--- config.mk ---
export PLATFORM = sky130hd
export DESIGN_NAME = phase_sweep_top
export DESIGN_NICKNAME = d
export VERILOG_FILES = /design/src/rtl/phase_sweep_pkg.sv /design/src/rtl/phase_sweep_ctrl.sv /design/src/rtl/phase_window_track.sv /design/src/rtl/phase_sweep_top.sv
export SDC_FILE = /design/constraint.sdc
export NUM_CORES = 1
export LEC_CHECK = 0
export BUFFER_PORTS_ARGS = -buffer_cell sky130_fd_sc_hd__buf_2
export CAP_MARGIN = 30
export CELL_PAD_IN_SITES_DETAIL_PLACEMENT = 0
export CELL_PAD_IN_SITES_GLOBAL_PLACEMENT = 1
export CORE_UTILIZATION = 39
export DETAILED_ROUTE_END_ITERATION = 12
export GPL_TIMING_DRIVEN = 0
export PLACE_DENSITY_LB_ADDON = 0.1
export SYNTH_ARGS = -nofsm -noshare
export SYNTH_HDL_FRONTEND = slang
export SYNTH_SLANG_ARGS = --single-unit
--- constraint.sdc ---
create_clock -name clk -period 2 [get_ports clk]
set_input_delay 0.2 -clock clk [delete_from_list [all_inputs] [get_ports clk]]
set_output_delay 0.2 -clock clk [all_outputs]
set_load 0.03 [all_outputs]
--- src/rtl/phase_sweep_pkg.sv ---
package phase_sweep_pkg;
    typedef enum logic [2:0] {
        SW_IDLE,
        SW_STEP,
        SW_SETTLE,
        SW_CENTRE,
        SW_DONE
    } sweep_state_t;
endpackage

--- src/rtl/phase_sweep_ctrl.sv ---
module phase_sweep_ctrl
    import phase_sweep_pkg::*;
#(
    parameter int STEPS = 16,
    parameter int PW    = $clog2(STEPS),
    parameter int IW    = PW + 1
) (
    input  logic          clk,
    input  logic          rst_n,
    input  logic          start,
    input  logic          ack,
    output logic [PW-1:0] phase_sel,
    output logic          req,
    output logic          busy,
    output logic          done,
    output logic          sample_en,
    output logic          clear,
    output logic          finalize
);
    localparam logic [IW-1:0] LAST  = IW'(2 * STEPS - 1);
    localparam logic [IW-1:0] TURN  = IW'(STEPS);

    sweep_state_t state, nxt;
    logic [IW-1:0] idx;
    logic [IW-1:0] wrapped;

    // state register
    always_ff @(posedge clk) begin
        if (!rst_n) state <= SW_IDLE;
        else        state <= nxt;
    end

    always_comb begin
        nxt = state;
        unique case (state)
            SW_IDLE:   if (start) nxt = SW_STEP;
            SW_STEP:   if (ack)   nxt = SW_SETTLE;
            SW_SETTLE: if (!ack)  nxt = (idx == LAST) ? SW_CENTRE : SW_STEP;
            SW_CENTRE: nxt = SW_DONE;
            SW_DONE:   nxt = SW_IDLE;
            default:   nxt = SW_IDLE;
        endcase
    end

    always_ff @(posedge clk) begin
        if (!rst_n)                                            idx <= '0;
        else if (state == SW_IDLE && start)                    idx <= '0;
        else if (state == SW_SETTLE && !ack && idx != LAST)    idx <= idx + 1'b1;
    end

    // outputs
    always_comb begin
        wrapped   = (idx >= TURN) ? idx - TURN : idx;
        phase_sel = wrapped[PW-1:0];
        req       = (state == SW_STEP);
        busy      = (state != SW_IDLE);
        done      = (state == SW_DONE);
        sample_en = (state == SW_STEP) && ack;
        clear     = (state == SW_IDLE) && start;
        finalize  = (state == SW_CENTRE);
    end

    a_r3_req_held: assert property (@(posedge clk) disable iff (!rst_n)
        req && !ack |=> req);
    a_r3_phase_stable: assert property (@(posedge clk) disable iff (!rst_n)
        req && !ack |=> $stable(phase_sel));
    a_r4_req_drops: assert property (@(posedge clk) disable iff (!rst_n)
        req && ack |=> !req);
    a_r10_done_single: assert property (@(posedge clk) disable iff (!rst_n)
        done |=> !done);
endmodule

--- src/rtl/phase_window_track.sv ---
module phase_window_track #(
    parameter int STEPS = 16,
    parameter int PW    = $clog2(STEPS),
    parameter int WW    = $clog2(STEPS + 1)
) (
    input  logic          clk,
    input  logic          rst_n,
    input  logic          clear,
    input  logic          sample_en,
    input  logic          pass,
    input  logic [PW-1:0] step_phase,
    input  logic          finalize,
    output logic [PW-1:0] res_phase,
    output logic [WW-1:0] res_width,
    output logic          res_fail
);
    localparam logic [WW-1:0] CAP = WW'(STEPS);
    localparam int SW = PW + 1;

    logic [WW-1:0] run_len, best_len, grown;
    logic [PW-1:0] run_start, best_start, cand_start;
    logic [SW-1:0] centre_sum, centre;

    always_comb begin
        grown      = (run_len == CAP) ? CAP : run_len + 1'b1;
        cand_start = (run_len == '0) ? step_phase : run_start;
        centre_sum = SW'(best_start) + SW'(best_len >> 1);
        centre     = (centre_sum >= SW'(STEPS)) ? centre_sum - SW'(STEPS) : centre_sum;
    end

    always_ff @(posedge clk) begin
        if (!rst_n || clear) begin
            run_len    <= '0;
            run_start  <= '0;
            best_len   <= '0;
            best_start <= '0;
        end else if (sample_en) begin
            if (pass) begin
                run_len   <= grown;
                run_start <= cand_start;
                if (grown > best_len) begin
                    best_len   <= grown;
                    best_start <= cand_start;
                end
            end else begin
                run_len <= '0;
            end
        end
    end

    always_ff @(posedge clk) begin
        if (!rst_n) begin
            res_phase <= '0;
            res_width <= '0;
            res_fail  <= 1'b0;
        end else if (finalize) begin
            res_fail  <= (best_len == '0);
            res_width <= best_len;
            res_phase <= (best_len == '0) ? '0 : centre[PW-1:0];
        end
    end

    a_r6_width_cap: assert property (@(posedge clk) disable iff (!rst_n)
        res_width <= CAP);
    a_r9_fail_zeroes: assert property (@(posedge clk) disable iff (!rst_n)
        res_fail |-> (res_phase == '0 && res_width == '0));
    a_r7_phase_range: assert property (@(posedge clk) disable iff (!rst_n)
        SW'(res_phase) < SW'(STEPS));
endmodule

--- src/rtl/phase_sweep_top.sv ---
module phase_sweep_top #(
    parameter int STEPS = 16,
    parameter int PW    = $clog2(STEPS),
    parameter int WW    = $clog2(STEPS + 1)
) (
    input  logic          clk,
    input  logic          rst_n,
    input  logic          sweep_start,
    output logic [PW-1:0] phase_sel,
    output logic          step_req,
    input  logic          step_ack,
    input  logic          cmp_pass,
    output logic          busy,
    output logic          done,
    output logic [PW-1:0] best_phase,
    output logic [WW-1:0] win_width,
    output logic          no_window
);
    logic sample_en, clear, finalize;

    phase_sweep_ctrl #(.STEPS(STEPS), .PW(PW), .IW(PW + 1)) ctrl_i (
        .clk(clk), .rst_n(rst_n), .start(sweep_start), .ack(step_ack),
        .phase_sel(phase_sel), .req(step_req), .busy(busy), .done(done),
        .sample_en(sample_en), .clear(clear), .finalize(finalize)
    );

    phase_window_track #(.STEPS(STEPS), .PW(PW), .WW(WW)) track_i (
        .clk(clk), .rst_n(rst_n), .clear(clear), .sample_en(sample_en),
        .pass(cmp_pass), .step_phase(phase_sel), .finalize(finalize),
        .res_phase(best_phase), .res_width(win_width), .res_fail(no_window)
    );

    a_r2_launch: assert property (@(posedge clk) disable iff (!rst_n)
        !busy && sweep_start |=> step_req && busy && phase_sel == '0);
    a_r10_results_held: assert property (@(posedge clk) disable iff (!rst_n)
        !$past(finalize) |-> $stable(best_phase) && $stable(win_width));
endmodule

## Word-level counts from Yosys, hierarchy flattened

Index checks and enable logic that the tools add are counted.

| cells by class | value |
|---|---|
| add/subtract/negate cells | 5 |
| multiply operators | 0 |
| div/mod/pow operators | 0 |
| order comparisons | 3 |
| eq/ne operators | 10 |
| shifts and indexed selects | 0 |
| muxes and demuxes | 11 |
| bitwise logic cells | 1 |
| reduce and logical (&&, ||, !) cells | 15 |

Operator list:

| kind | number |
|---|---|
| $mux W4 | 4 |
| $pmux W3 S4 | 1 |
| $add A5 B1 Y5 const B | 2 |
| $eq A5 B5 Y1 const B | 2 |
| $ge A5 B5 Y1 const B | 2 |
| $logic_not A5 Y1 | 2 |
| $mux W5 | 2 |
| $mux W3 | 3 |
| $sub A4 B1 Y4 const B | 2 |
| $eq A3 B2 Y1 const B | 2 |
| $reduce_and A3 Y1 | 2 |
| $add A4 B4 Y5 | 1 |
| $gt A5 B5 Y1 | 1 |
| $ne A5 B5 Y1 const B | 1 |
| $logic_and A1 B1 Y1 | 4 |
| $ne A2 B2 Y1 const B | 2 |
| $eq A3 B1 Y1 const B | 1 |
| $eq A3 B3 Y1 const B | 1 |
| $logic_not A3 Y1 | 1 |
| $reduce_bool A3 Y1 | 1 |
| $logic_not A1 Y1 | 2 |
| $mux W2 | 1 |
| $ne A2 B1 Y1 const B | 1 |
| $reduce_and A2 Y1 | 1 |
| 3 further kinds | 3 |

| word-level totals | value |
|---|---|
| bits in registers | 36 |
| latch bits | 0 |
| bits in writable memories | 0 |
| ROM bits | 0 |
| output and inout bits | 17 |
| logic and storage cells | 54 |
| memories | 0 |

## Logic depth before layout (Yosys ltp)

| logic depth | value |
|---|---|
| word-level depth | 4 |
| gate-level depth with buffers | 11 |

## By module

Synthesis repeated with hierarchy kept, for this count alone.

| second synthesis, totals | value |
|---|---|
| cell total of the unflattened synthesis | 225 |
| area total of the unflattened synthesis | 2024.4 µm² |

Modules (own cells, without submodules):

| module | instances | cells an instance | area an instance (µm²) |
|---|---|---|---|
| phase_window_track | 1 | 169 | 1557.7 |
| phase_sweep_ctrl | 1 | 56 | 466.7 |

## Worst setup path after synthesis

Ideal clock, no wire load.

| timing path | value |
|---|---|
| path kind | register -> register |
| start | reg track_i.run_len[0] |
| end | reg track_i.best_len[1] |
| setup time | 67 ps |
| data arrival time | 2144 ps |
| required time | 1933 ps |
| path slack | -211 ps |
| cell stages (with the launch flop) | 12 |
| path buffers | 0 |
| clock period less this slack | 2211 ps |
| path through | dfxtp_1 > inv_1 > ha_1 > nand3b_1 > nand3_1 > o21ai_0 > ha_1 > and2_2 > o211ai_4 > o21ai_2 > or4_4 > o21ai_2 |

| on the way | value |
|---|---|
| longest elaborated chain between the ends | 4 |

RTL lines:

| element | RTL line | RTL |
|---|---|---|
| start, declared | phase_window_track.sv:20 | `logic [WW-1:0] run_len, best_len, grown;` |
| start signal, assigned | phase_window_track.sv:39 | `run_len <= grown;` |
| $add A5 B1 Y5 / $eq A5 B5 Y1 (equally long branches) | phase_window_track.sv:25 | `grown = (run_len == CAP) ? CAP : run_len + 1'b1;` |
| $mux W5 * | phase_window_track.sv:25 |  |
| via track_i.grown[2] | phase_window_track.sv:20 |  |
| $gt A5 B5 Y1 * | phase_window_track.sv:41 | `if (grown > best_len) begin` |
| $reduce_and A3 Y1 (no line) * | - |  |
| end signal, assigned | phase_window_track.sv:42 | `best_len <= grown;` |
| end, declared | phase_window_track.sv:20 |  |

Mark *: on every way through the listed nets, which the timed path passes. The rest lies on a longest branch.
A chain may end at the register's enable or synchronous reset.

## Final worst setup path

| timing path | value |
|---|---|
| start | reg track_i.run_len[1] |
| end | reg track_i.best_len[1] |

Same word-level chain as after synthesis.

==> results.ini <==
[placed_design]
globalplace.congestion = 0.734
dp_hpwl_mm = 3.02
place_ws_ps = -224
io_buffers = 21
dpl_cell_area_um2 = 2210
dpl.cell_count = 302

[floorplanning]
design.core.area_um2 = 4790
dieArea_um2 = 5350
io_pins = 22
fp-row-count = 25
die_h_um = 73.2
start_util = 0.413
die_w_um = 73.2

[synth]
synth.distinct_cells = 53
synthesis.nets = 230
async_reset_ff_frac = 0
ys_ff_latch = 36
synth_edf_count = 0
synth-seq-area-share = 0.365
synthCells = 214
synth-main-ff-cell = dfxtp_1
yosys_warnings = 0
synth_area_per_cell_um2 = 9.23
synth_area_um2 = 1970

[cts]
path_clk_slew_ps = 70
clkLatencyLatePin_ps = 290
numCtsBuffers = 5
clockRootBuffer = clkbuf_8
htreeDepth = 2
cts_sinks = 36
max-clock-path-buffers = 2
cts_tree = yes

[global_route]
grt_pass1_vias = 1466
grt_util_all_layers = 0.173
grt_max_degree = 11
grt_pass1_wl_mm = 6.87
grt_overflow = 0
antenna_found_initial = 0

[power_and_ir_drop]
p_leak_nw = 0.956
powerDensity_nw_per_um2 = 577
ir_drop_mv = 0.430
power_mw = 1.43

[sta]
slew_viol_final = 0
hold_viol_final = 0
layout_min_cycle_time_ps = 2210
fmax_mhz = 452
tns_ps = -1500
setup_viol = 13
fin_hold_ws_ps = 216
rsz0062_at_grt = yes
fin_ws_ps = -214
worst_pin_slew_ps = 962
fin_skew_ps = 4.68
fin_crit_sh = 1.11
relSlewSlack = 0.357

[run_status]
failed_checks = setup timing
status = finished with violations

[layout]
fin_nets = 263
antenna_cells = 0
drive_above_1_share = 0.332
fin_area_um2 = 2480
stdcell_count = 314
fin_util = 0.518
area_growth_pct = 25.6
fillers = 464

[critical_path]
critPathMaxFanout = 5
critical_path_arrival_ps = 2440
r2r_cells = 9
crit_path_start_kind = register
crit_type = register to register
critPathRequiredTime_ps = 2220
cp-end-kind = register

[route]
drt_iter0_markers = 66
via_per_inst = 4.98
drc = 0
finalWirelength_mm = 4.20
vias = 1564
post_drt_wl_per_cell_um = 13.4
ant_nets = 0
dr.pass1.iters = 4

[job]
drv_cap = 0

[worst_hold_path]
min_path_type = primary input to register
whs_path_depth = 2

==> repair_timing <==
item | 4_1_cts | 5_1_grt
hold buffers | 0 | 0
endpoints found under the hold margin | 0 | 0
resized for setup | 6 | 18
pin swaps | 6 | 4
gates cloned | 0 | 0
buffers inserted | 3 | 2
endpoints found under the setup margin | 11 | 28
==> where the power goes <==
group | switching, mW | internal, mW
clock network | 0.252 | 0.307
logic | 0.0914 | 0.0532
registers | 0.00628 | 0.722
total | 0.349 | 1.08
==> cells in the mapped netlist (2+ instances only) <==
cell	count	area share
xnor2_1	6	0.027
a21boi_0	5	0.019
nand2_1	21	0.040
nor2b_1	4	0.013
nand2b_1	2	0.0063
nand3b_1	2	0.0076
dfxtp_1	36	0.37
inv_1	11	0.021
a22oi_1	6	0.023
ha_1	10	0.063
or3_1	2	0.0063
nand4_1	3	0.0095
buf_4	5	0.019
a211oi_1	4	0.015
mux2i_1	6	0.030
nand3_1	7	0.018
buf_6	2	0.011
nor2_1	14	0.027
nor4_1	2	0.0063
clkbuf_1	5	0.0095
xor2_1	4	0.018
nor3_1	2	0.0051
nor3b_1	3	0.011
a21oi_1	17	0.043
o211ai_2	2	0.013
o21ai_2	2	0.0089
o31ai_1	3	0.011
o21ai_0	3	0.0076
==> per-layer routing <==
metal  track usage  part of all wire  wire (µm)
met1         0.216              0.49       2050
met2         0.275              0.47       1960
met3        0.0414             0.030        127
met4        0.0893             0.013         56
met5             0                 0          0
==> placed cells by master, fill, tap and decap left out, types with 7 or more instances in the layout <==
cell type  instances
buf_4              9
inv_1              9
nor2_1            14
nand2_1           21
clkbuf_8           7
a21oi_1           13
ha_1               7
dfxtp_1           32
buf_2             21
==> cell type report <==
cell class                 instances  area [µm²]  share of cell area
multi-input combinational        155        1300               0.523
sequential                        36         731               0.295
clock buffer                       7        96.3              0.0388
timing repair buffer              26         146              0.0590
inverter                          11        46.3              0.0187
buffer                            12        78.8              0.0318
tap                               67        83.8              0.0338
==> state kept, by name, indices dropped and copies added, names as in the netlist <==
register,cells
track_i.best_len,5
ctrl_i.idx,5
track_i.res_width,5
track_i.best_start,4
track_i.res_phase,4
track_i.run_start,4
track_i.run_len,5
track_i.res_fail,1
ctrl_i.state,3
==> final timing paths <==
kind	start	endpoint	slack, ps
worst max register to register	track_i.run_len[1]	track_i.best_len[1]	-210
worst min-delay path	rst_n	track_i.res_width[4]	220
worst min register to register	track_i.run_start[2]	track_i.run_start[2]	450
worst max-delay path	track_i.run_len[1]	track_i.best_len[1]	-210
==> cells by family (layout without fill, tap and decap cells) <==
kind of cell	after synthesis	after routing	share of synthesized area
flip-flops	36	36	0.365
AND/OR/NAND/NOR	76	76	0.233
AO/OA/AOI/OAI	51	51	0.185
buffers and inverters	23	56	0.0608
multiplexers	6	6	0.0304
adder cells (fa/ha/maj)	11	11	0.0735
XOR/XNOR	11	11	0.0526
==> worst max-delay path, stage by stage (launching register included) <==
cell and delay (ps):
dfxtp_4 390, ha_4 170, nand3_4 100, xnor2_4 170, ha_4 300, and2_4 150
o211ai_4 90, o211a_4 290, or4_4 420, o21ai_2 70
(Power assumes the default switching activity.)
